==> src/rtl/dac_cmd_pkg.sv <==
package dac_cmd_pkg;
  // Low four bits of every command word, after sample and channel fields
  typedef struct packed {
    logic rsv;    // must be zero
    logic c_upd;  // 1 = immediate update, 0 = burst
    logic c_clk;  // 1 = external sequencer clock
    logic fill;   // must be zero
  } cmd_tail_t;

  localparam int TAIL_W = $bits(cmd_tail_t);
endpackage

==> src/rtl/dac_cmd_sync.sv <==
module dac_cmd_sync #(
  parameter int W = 1,
  parameter logic [W-1:0] RST_VAL = '0
) (
  input  logic         clk,
  input  logic         rst,
  input  logic [W-1:0] d_i,
  output logic [W-1:0] q_o
);
  logic [W-1:0] meta_q;

  always_ff @(posedge clk) begin
    if (rst) begin
      meta_q <= RST_VAL;
      q_o    <= RST_VAL;
    end else begin
      meta_q <= d_i;
      q_o    <= meta_q;
    end
  end
endmodule

==> src/rtl/dac_cmd_shifter.sv <==
module dac_cmd_shifter #(
  parameter int WORD_W = 24
) (
  input  logic              clk,
  input  logic              rst,
  input  logic              sclk_s,
  input  logic              cs_n_s,
  input  logic              sdi_s,
  output logic              word_vld_o,
  output logic [WORD_W-1:0] word_o,
  output logic              frame_err_o
);
  localparam int CNT_W = $clog2(WORD_W + 1);
  localparam logic [CNT_W-1:0] LAST = CNT_W'(WORD_W - 1);

  logic              sclk_d;
  logic              sclk_rise;
  logic [CNT_W-1:0]  bit_cnt;
  logic [WORD_W-2:0] shreg;

  assign sclk_rise = sclk_s & ~sclk_d;

  always_ff @(posedge clk) begin
    if (rst) begin
      sclk_d      <= 1'b0;
      bit_cnt     <= '0;
      shreg       <= '0;
      word_o      <= '0;
      word_vld_o  <= 1'b0;
      frame_err_o <= 1'b0;
    end else begin
      sclk_d      <= sclk_s;
      word_vld_o  <= 1'b0;
      frame_err_o <= 1'b0;
      if (cs_n_s) begin
        frame_err_o <= (bit_cnt != '0);
        bit_cnt     <= '0;
      end else if (sclk_rise) begin
        shreg <= {shreg[WORD_W-3:0], sdi_s};
        if (bit_cnt == LAST) begin
          word_o     <= {shreg, sdi_s};
          word_vld_o <= 1'b1;
          bit_cnt    <= '0;
        end else begin
          bit_cnt <= bit_cnt + 1'b1;
        end
      end
    end
  end
endmodule

==> src/rtl/dac_cmd_regfile.sv <==
module dac_cmd_regfile #(
  parameter int DATA_W = 16,
  parameter int ADDR_W = 4
) (
  input  logic              clk,
  input  logic              we_i,
  input  logic [ADDR_W-1:0] waddr_i,
  input  logic [DATA_W-1:0] wdata_i,
  input  logic [ADDR_W-1:0] raddr_i,
  output logic [DATA_W-1:0] rdata_o
);
  localparam int DEPTH = 1 << ADDR_W;

  logic [DATA_W-1:0] mem [DEPTH];

  // read-first single-clock memory, suitable for block RAM
  always_ff @(posedge clk) begin
    if (we_i) mem[waddr_i] <= wdata_i;
    rdata_o <= mem[raddr_i];
  end
endmodule

==> src/rtl/dac_cmd_rx.sv <==
module dac_cmd_rx
  import dac_cmd_pkg::*;
#(
  parameter int DATA_W = 16,
  parameter int ADDR_W = 4
) (
  input  logic              clk,
  input  logic              rst,
  input  logic              sclk_i,
  input  logic              cs_n_i,
  input  logic              sdi_i,
  input  logic              ext_immed_i,
  input  logic              ext_clksel_i,
  input  logic [ADDR_W-1:0] rd_addr_i,
  output logic [DATA_W-1:0] rd_data_o,
  output logic              wr_stb_o,
  output logic [ADDR_W-1:0] wr_addr_o,
  output logic              immed_mode_o,
  output logic              ext_clk_mode_o,
  output logic              frame_err_o,
  output logic              fmt_warn_o
);
  localparam int WORD_W = DATA_W + ADDR_W + TAIL_W;

  logic [2:0]        pins_s;
  logic              word_vld;
  logic              ferr_int;
  logic [WORD_W-1:0] word;
  logic [DATA_W-1:0] w_data;
  logic [ADDR_W-1:0] w_addr;
  cmd_tail_t         w_tail;
  logic              lat_upd;
  logic              lat_clk;

  // bit 2: sclk, bit 1: cs_n (idles high), bit 0: sdi
  dac_cmd_sync #(.W(3), .RST_VAL(3'b010)) u_sync (
    .clk (clk),
    .rst (rst),
    .d_i ({sclk_i, cs_n_i, sdi_i}),
    .q_o (pins_s)
  );

  dac_cmd_shifter #(.WORD_W(WORD_W)) u_shift (
    .clk         (clk),
    .rst         (rst),
    .sclk_s      (pins_s[2]),
    .cs_n_s      (pins_s[1]),
    .sdi_s       (pins_s[0]),
    .word_vld_o  (word_vld),
    .word_o      (word),
    .frame_err_o (ferr_int)
  );

  assign w_data = word[WORD_W-1 -: DATA_W];
  assign w_addr = word[TAIL_W +: ADDR_W];
  assign w_tail = cmd_tail_t'(word[TAIL_W-1:0]);

  dac_cmd_regfile #(.DATA_W(DATA_W), .ADDR_W(ADDR_W)) u_mem (
    .clk     (clk),
    .we_i    (word_vld),
    .waddr_i (w_addr),
    .wdata_i (w_data),
    .raddr_i (rd_addr_i),
    .rdata_o (rd_data_o)
  );

  always_ff @(posedge clk) begin
    if (rst) begin
      wr_stb_o       <= 1'b0;
      wr_addr_o      <= '0;
      fmt_warn_o     <= 1'b0;
      frame_err_o    <= 1'b0;
      lat_upd        <= 1'b0;
      lat_clk        <= 1'b0;
      immed_mode_o   <= 1'b0;
      ext_clk_mode_o <= 1'b0;
    end else begin
      wr_stb_o       <= word_vld;
      fmt_warn_o     <= word_vld & (w_tail.rsv | w_tail.fill);
      frame_err_o    <= ferr_int;
      immed_mode_o   <= lat_upd | ext_immed_i;
      ext_clk_mode_o <= lat_clk | ext_clksel_i;
      if (word_vld) begin
        wr_addr_o <= w_addr;
        lat_upd   <= w_tail.c_upd;
        lat_clk   <= w_tail.c_clk;
      end
    end
  end
endmodule

==> config.mk <==
export PLATFORM = sky130hd
export DESIGN_NAME = dac_cmd_rx
export DESIGN_NICKNAME = d
export VERILOG_FILES = /design/src/rtl/dac_cmd_pkg.sv /design/src/rtl/dac_cmd_sync.sv /design/src/rtl/dac_cmd_shifter.sv /design/src/rtl/dac_cmd_regfile.sv /design/src/rtl/dac_cmd_rx.sv
export SDC_FILE = /design/constraint.sdc
export NUM_CORES = 1
export LEC_CHECK = 0
export ABC_AREA = 1
export BUFFER_PORTS_ARGS = -buffer_cell sky130_fd_sc_hd__buf_2
export CORE_UTILIZATION = 50
export DETAILED_ROUTE_END_ITERATION = 8
export HOLD_SLACK_MARGIN = 0.12
export PLACE_DENSITY = 0.66
export SLEW_MARGIN = 25
export SYNTH_ARGS = -nofsm -noshare
export SYNTH_HDL_FRONTEND = slang
export SYNTH_SLANG_ARGS = --single-unit
==> constraint.sdc <==
create_clock -name clk -period 5.1 [get_ports clk]
set_clock_uncertainty 0.1 [all_clocks]
set_input_delay 0.255 -clock clk [delete_from_list [all_inputs] [get_ports clk]]
set_output_delay 0.255 -clock clk [all_outputs]
set_load 0.05 [all_outputs]
* Word level (Yosys, flattened, before mapping)
Memories as Yosys holds them, arrays and structs flattened. A register that Yosys moved wholly into a read port is not among the register bits.
Cells that the tools add are included.
** Storage, ports and cells
- Memories kept :: 1
- Output and inout bits :: 25
- Bits in writable memories :: 256
- Bits in registers :: 72
- Bits of input ports :: 11
- Word-level logic and storage cells :: 37
** Operators by class
- Muxes and demuxes :: 4
- Reduce and logical (&&, ||, !) cells :: 6
- Bitwise operators :: 8
- Eq/ne operators :: 1
- Add/sub/neg operators :: 1
** Memory list
- u_mem.mem :: words 16, bits a word 16, rd ports 1, clocked after memory_dff 1, wr ports 1, RTL line dac_cmd_regfile.sv:14 : logic [DATA_W-1:0] mem [DEPTH];
** Operators by type and width (number)
- 5-bit by 1-bit adder with 5-bit output (second input constant) :: 1
- 5-bit == test (second input constant) :: 1
- 5-bit 2-to-1 mux :: 1
- 5-bit nonzero test :: 1
- 2-bit OR reduction :: 2
- 1-bit 2-to-1 mux :: 3
- 1-bit NOT :: 3
- 1-bit OR :: 3
- 3-bit AND reduction :: 1
- 3-bit OR reduction :: 1
- 1-bit bitwise AND :: 2
- 2-bit AND reduction :: 1

* Logic depth before layout (Yosys ltp)
Gate-level depths: netlist of run 1.
- Word-level depth :: 4
- Mapped depth :: 9
- Mapped depth without buffers :: 7

* Modules after synthesis
From an unflattened synthesis of run 1, not the netlist that was laid out.
** Unflattened totals
- Cell total of the unflattened synthesis :: 1424
- Area total of the unflattened synthesis :: 14113.5 um^2
** Modules (own cells, without submodules)
- dac_cmd_regfile :: area an instance 11380.9 um^2, instances 1, sequential area each 8007.7 um^2, cells each 1074
- dac_cmd_shifter :: area an instance 2173.3 um^2, instances 1, sequential area each 1101.1 um^2, cells each 278
- dac_cmd_rx :: area an instance 390.4 um^2, instances 1, sequential area each 220.2 um^2, cells each 53
- dac_cmd_sync :: area an instance 168.9 um^2, instances 1, sequential area each 120.1 um^2, cells each 19

* Least setup slack after synthesis of run 1
No wires, ideal clock.
- Path kind :: register to register
- Start :: register u_shift.word_vld_o
- End :: memory u_mem.mem[0][0] (enable)
- Data arrival time :: 1.427 ns
- Stages on the path, launching flop included :: 4
- Path buffers :: 1
- Clock period less this slack :: 1.916 ns
- Setup time :: 0.388 ns
- Data required time :: 4.612 ns
- Setup slack :: 3.184 ns
- Cell sequence :: dfxtp_1 > buf_2 > nand3_1 > nor2_1
** Between the ends
- Cells in the longest elaborated chain, start to end :: 2
** Ends and longest elaborated chain
- start: declaration :: RTL line dac_cmd_shifter.sv:9 : output logic word_vld_o,
- start signal: assignment :: RTL line dac_cmd_shifter.sv:29 : word_vld_o <= 1'b0;
- start signal: assignment :: RTL line dac_cmd_shifter.sv:33 : word_vld_o <= 1'b0;
- start signal: assignment :: RTL line dac_cmd_shifter.sv:42 : word_vld_o <= 1'b1;
- 1-bit 2-to-1 mux :: RTL line dac_cmd_regfile.sv:18 : if (we_i) mem[waddr_i] <= wdata_i;
- 1-bit 2-to-1 mux (implied by the code) :: RTL line dac_cmd_regfile.sv:18
- end: declaration :: RTL line dac_cmd_regfile.sv:14
No other way between the ends.

* Worst setup path after layout of run 1
- Start :: register u_shift.word_vld_o
- End :: memory u_mem.mem[7][15] (enable)
The elaborated chain is that of the path after synthesis.

==> results of run 1 <==
[placed cells by master (no fill, tap or decap), types with 15 or more instances in the layout]
master / instances
a21oi_1: 27
buf_2: 34
buf_4: 15
clkbuf_1: 16
clkbuf_16: 37
dfxtp_1: 88
edfxtp_1: 256
inv_1: 215
nand2_1: 384
nand3_1: 198
nand4_1: 17
nor2_1: 82
o21ai_0: 26
[path summary, 6_finish.rpt]
kind | startpoint | end | slack [ns] | cells past startpoint
min reg2reg | u_sync.meta_q[0] | u_sync.q_o[0] | 0.30 | 2
min | rst | u_sync.meta_q[0] | 0.15 | 2
max | u_shift.word_vld_o | u_mem.mem[7][15] | 2.62 | 3
max reg2reg | u_shift.word_vld_o | u_mem.mem[7][15] | 2.62 | 3
[metal layers]
| metal | share of wire | up-vias |
|---|---|---|
| li1 | - | 4544 |
| met1 | 0.43 | 4428 |
| met2 | 0.46 | 371 |
| met3 | 0.081 | 57 |
| met4 | 0.023 | 0 |
| met5 | 0 | - |
[where the power goes]
part           switching [mW]  internal [mW]
logic                   0.201         0.0665
clock network            1.01           1.48
registers              0.0123           2.99
total                    1.22           4.54
[cell type report]
type                    instances  area (µm²)
multi-input cells             757        3330
flip-flops and latches        344        9450
clock buffers                  56        1030
repair buffers                 55         343
clock inverters                 8        91.3
inverters                     219         823
well taps                     372         465
fillers                      2273       11600
diodes                          1        2.50
[kinds of logic (layout without fill, tap and decap cells)]
group,count (synthesis),in the layout,synth area share
fa+ha+maj,2,2,0.00180
simple gates,696,696,0.212
buf+inv,289,338,0.0836
other cells,0,1,0
flops,344,344,0.680
compound gates,58,58,0.0215
xor+xnor,1,1,0.000631
[sequential cells by signal, indices dropped and copies added (netlist names)]
name and cells:
u_sync.q_o 3, u_mem.mem 256, u_shift.shreg 23, ext_clk_mode_o 1, immed_mode_o 1, u_shift.sclk_d 1, wr_stb_o 1, fmt_warn_o 1
u_sync.meta_q 3, wr_addr_o 4, u_shift.word_vld_o 1, frame_err_o 1, lat_clk 1, lat_upd 1, u_shift.bit_cnt 5, u_mem.rdata_o 16
u_shift.frame_err_o 1, u_shift.word_o 24
[through the flow]
| step | instances | power, mW |
|---|---|---|
| after floorplan | 1390 | 3.25 |
| after global placement | 1741 | 3.32 |
| after detailed placement | 1741 | 3.32 |
| after CTS | 1811 | 5.80 |
| after global routing | 1811 | 5.92 |
| final | 1812 | 5.76 |
[what timing repair did]
action / in CTS / in global routing
hold buffers: 6 / 0
endpoints found under the hold margin: 9 / 0
resized for setup: 0 / 0
[worst max-delay path: cells and delay by family, from the launching register on]
| kind | cells | cell delay [ns] |
|---|---|---|
| buf+inv | 1 | 0.37 |
| flops | 1 | 0.62 |
| simple gates | 2 | 1.06 |
==> impl_metrics.ini, run 1 <==
[run_status]
status = finished, final reports clean

[yosys]
ys_warn_count = 0
synth_top_area_share = 0.553
async_flop_share = 0
synth_commonest_cells = 384 x nand2_1, 256 x edfxtp_1, 216 x inv_1
synth_edf_count = 256
ys_seq_elements = 344
synthCells = 1390
yosysMostFrequentCell = nand2_1
syn-num-nets = 1403
syn_area_um2 = 13900
synth_top_area_cell = edfxtp_1
ys_top_cells_by_area = edfxtp_1 55%, dfxtp_1 13%, nand2_1 10%, nand3_1 7.1%, inv_1 5.8%
synth-main-ff-cell = edfxtp_1
synth_seq_area_share = 0.680
synth.avg_cell_area_um2 = 9.99
yosys.cell_types.count = 28

[cts]
cts_tree = yes
cts_max_level = 2
cts_setup_buffers = 0
clk_pin_slew_ns = 0.06
root_buffer = clkbuf_16
clock_latency_ns = 0.51
cts-buffers-inserted = 36
clock_sinks = 344
cts_buffer_depth = 3

[routing]
wl_per_cell_um = 17.9
drc = 0
firstDrtPassIters = 5
vias = 9400
drtAntennaViolNets = 0
wl_um = 32400
drtIter0Drc = 965
vias_per_cell = 5.19

[placed_design]
dpl_worst_slack_ns = 2.60
gp_congestion = 0.775
numPortBuffers = 35
dpl_cell_area_um2 = 14300
place_hpwl_um = 18400

[worst_setup_path]
end_kind = flop
critPathSlowestCell = nor2_1
path_max_fanout = 16
path_cells = nand3_1, nor2_1, buf_4
cp.arrival_ns = 2.57
startpoint_type = flop
crit_type = flop to flop
critPathMaxStageDelay_ns = 0.76
crit_required_ns = 5.19

[global_route]
use_met2 = 0.372
grt_pass1_vias = 8776
globalRouteTotalUtil = 0.231
grt_max_degree = 91
gr-usage-met3 = 0.0360
overflow = 0
grt_use_met1 = 0.323
antenna_found_initial = 1
grt_first_pass_wirelength_um = 49900
top_usage_layer = met2

[finish]
syn2layout_area_growth_pct = 11.8
final_nets = 1426
stdcell_area_um2 = 15500
final_layout_size_suffix_gt1_frac = 0.0792
final_core_util = 0.573

[run]
maxCapViolCount = 0

[sta]
final-max-slew-violation-count = 0
finalCriticalPeriod_ns = 2.48
hold_viol = 0
tightest_slew_ns = 1.06
setup_viol = 0
max_freq_mhz = 404
period_share = 0.486
slew_headroom = 0.290
hold_ws_ns = 0.154
rsz0062_at_grt = false
fin_ws_ns = 2.62
finalSetupTns_ns = 0

[die]
die_h_um = 169
io_pins = 36
core_um2 = 27100
die_w_um = 169
rows = 60
floorplan.initialDensity = 0.513
fp.dieArea_um2 = 28500

[pwr]
ir_drop_mv = 0.252
p_per_area_nw_per_um2 = 371
p_leak_nw = 6.68

[min_path]
holdCritPathClass = input port to flop
Note: power is estimated with default switching activity, not from simulation.
==> run 2: changes to the inputs <==
Settings changed: PLACE_DENSITY 0.66 to 0.69.
Clock period 5.1 ns to 2.1 ns, I/O delays scaled along.
==> run 2 against run 1 <==
Effect of this change:
- die area is the same
- combinational power rose to 2.6 times the previous value
- via count rose by 0.97%
- non-clock buffer count grew 28
- routed wire length fell by 2.9%
- clock power grew 140%
- sequential share of layout area decreased by 0.94 points
- worst hold slack improved by 0.0087 ns
- power up 140%
- critical path type unchanged
- largest power group unchanged
- highest routed layer unchanged
==> impl_metrics.ini, run 2 (synthesis gave the netlist of run 1 again) <==
[pwr]
ir_drop_mv = 0.597
p_per_area_nw_per_um2 = 889
switching_share = 0.215
power_frac_clock = 0.432
seq_power_share = 0.519
switching_power_mw = 3.01
combinationalPowerShare = 0.049
p_leak_nw = 6.83
intPower_mw = 11.0

[routing]
wl_um = 31400
firstDrtPassIters = 5
drtIter0Drc = 924
drtAntennaViolNets = 0
drc = 0
vias_per_cell = 5.16
wl_per_cell_um = 17.1
vias = 9491

[sta]
slew_headroom = 0.517
tightest_slew_ns = 0.724
period_share = 0.854
final-max-slew-violation-count = 0
finalCriticalPeriod_ns = 1.79
hold_viol = 0
setup_viol = 0
finalSetupTns_ns = 0
max_freq_mhz = 558
fin_ws_ns = 0.307
rsz0062_at_grt = false

[finish]
final_nets = 1454
syn2layout_area_growth_pct = 13.5
stdcell_area_um2 = 15800
layout_commonest_cell = nand2_1
diodes = 0
reg.largest.list = u_mem.mem (256), u_shift.word_o (24), u_shift.shreg (23)
final_layout_size_suffix_gt1_frac = 0.0920
instances_no_fill = 1840
top_register = u_mem.mem
layout_common_cells = 384 x nand2_1, 256 x edfxtp_1, 215 x inv_1
largest_reg_flops = 256

[die]
die_w_um = 169
die_h_um = 169
io_pins = 36
core_um2 = 27100
fp.dieArea_um2 = 28500
floorplan.initialDensity = 0.513
rows = 60

[placed_design]
post-place-cells = 1763
dpl_worst_slack_ns = 0.315
numPortBuffers = 35
place_hpwl_um = 17500
gp_congestion = 0.788
dpl_cell_area_um2 = 14500

[worst_setup_path]
crit_buf_inv = 0
path_cells = ha_1, nand2_2, nor2_8, nand3_4, nand2_1, a21oi_1
path_delay_family = simple AND/OR/NAND/NOR gates
crit_required_ns = 2.38
cp.arrival_ns = 2.07
path_max_fanout = 31
cp_num_cells = 6
rrSetupSlack_ns = 0.31
worstReg2RegStart = u_shift.bit_cnt[1]
timing.rr.end = u_shift.word_o[11]
end_kind = flop
crit_type = flop to flop
critPathSlowestCell = dfxtp_1
critPathMaxStageDelay_ns = 0.36
rr_worst_depth = 6
crit_end = u_shift.word_o[11]
critPathLaunch = u_shift.bit_cnt[1]
startpoint_type = flop

[global_route]
grt_max_degree = 129
antenna_found_initial = 0
grt_first_pass_wirelength_um = 49300
use_met2 = 0.381
grt_pass1_vias = 8997
gr-usage-met3 = 0.0297
overflow = 0
globalRouteTotalUtil = 0.226
grt_use_met1 = 0.306
top_usage_layer = met2

[cts]
cts_setup_buffers = 0
cts_tree = yes
cts_buffer_depth = 3
clk_pin_slew_ns = 0.06
clock_latency_ns = 0.52
clock_sinks = 344
postCtsResizedCells = 0
root_buffer = clkbuf_16
cts-buffers-inserted = 36
cts_max_level = 2

[run_status]
status = finished, final reports clean

[min_path]
hold_depth = 5
holdCritPathClass = input port to flop

[run]
maxCapViolCount = 0
-- run 2: worst min path at each step --
stage,from,to,slack (ns)
6_report,rd_addr_i[2],u_mem.rdata_o[14],0.16
5_1_grt,rd_addr_i[2],u_mem.rdata_o[13],0.21
4_1_cts,rd_addr_i[2],u_mem.rdata_o[14],0.16
3_5_place_dp,cs_n_i,u_sync.meta_q[1],0.19
3_3_place_gp,cs_n_i,u_sync.meta_q[1],0.19
2_1_floorplan,cs_n_i,u_sync.meta_q[1],0.11
-- run 2: layer usage --
| layer | up-vias | part of all wire |
|---|---|---|
| li1 | 4587 | - |
| met1 | 4517 | 0.43 |
| met2 | 334 | 0.48 |
| met3 | 53 | 0.068 |
| met4 | 0 | 0.022 |
| met5 | - | 0 |
-- run 2: metrics by stage --
stage          power [mW]  hold slack [ns]  utilization
3_3_place_gp         8.08            0.192        0.536
4_1_cts              14.1            0.164        0.582
3_5_place_dp         8.08            0.193        0.536
2_1_floorplan        7.89            0.109            -
6_report             14.0            0.163        0.582
5_1_grt              14.4            0.208        0.582
-- run 2: layout make-up --
type | instances | area [µm²]
clock buffer | 58 | 1010
clock inverter | 7 | 98.8
fill | 2250 | 11300
inverter | 219 | 823
multi-input combinational | 757 | 3300
sequential | 344 | 9450
tap | 372 | 465
timing repair buffer | 83 | 618
-- run 2: worst min-delay path, delay by kind of cell --
kind          cells  cell delay [ns]
buf+inv           2             0.39
simple gates      3             0.26
-- run 2: power by group through the flow --
stage	logic [mW]	clock network, mW	registers, mW
after floorplan	0.351	0	7.54
after global routing	0.744	6.39	7.27
after CTS	0.685	6.15	7.27
final	0.681	6.06	7.27
after detailed placement	0.665	0	7.42
after global placement	0.657	0	7.42
-- run 2: what timing repair did --
item | CTS | global route
setup endpoints to repair | 0 | 0
hold buffers | 12 | 0
endpoints found under the hold margin | 34 | 0
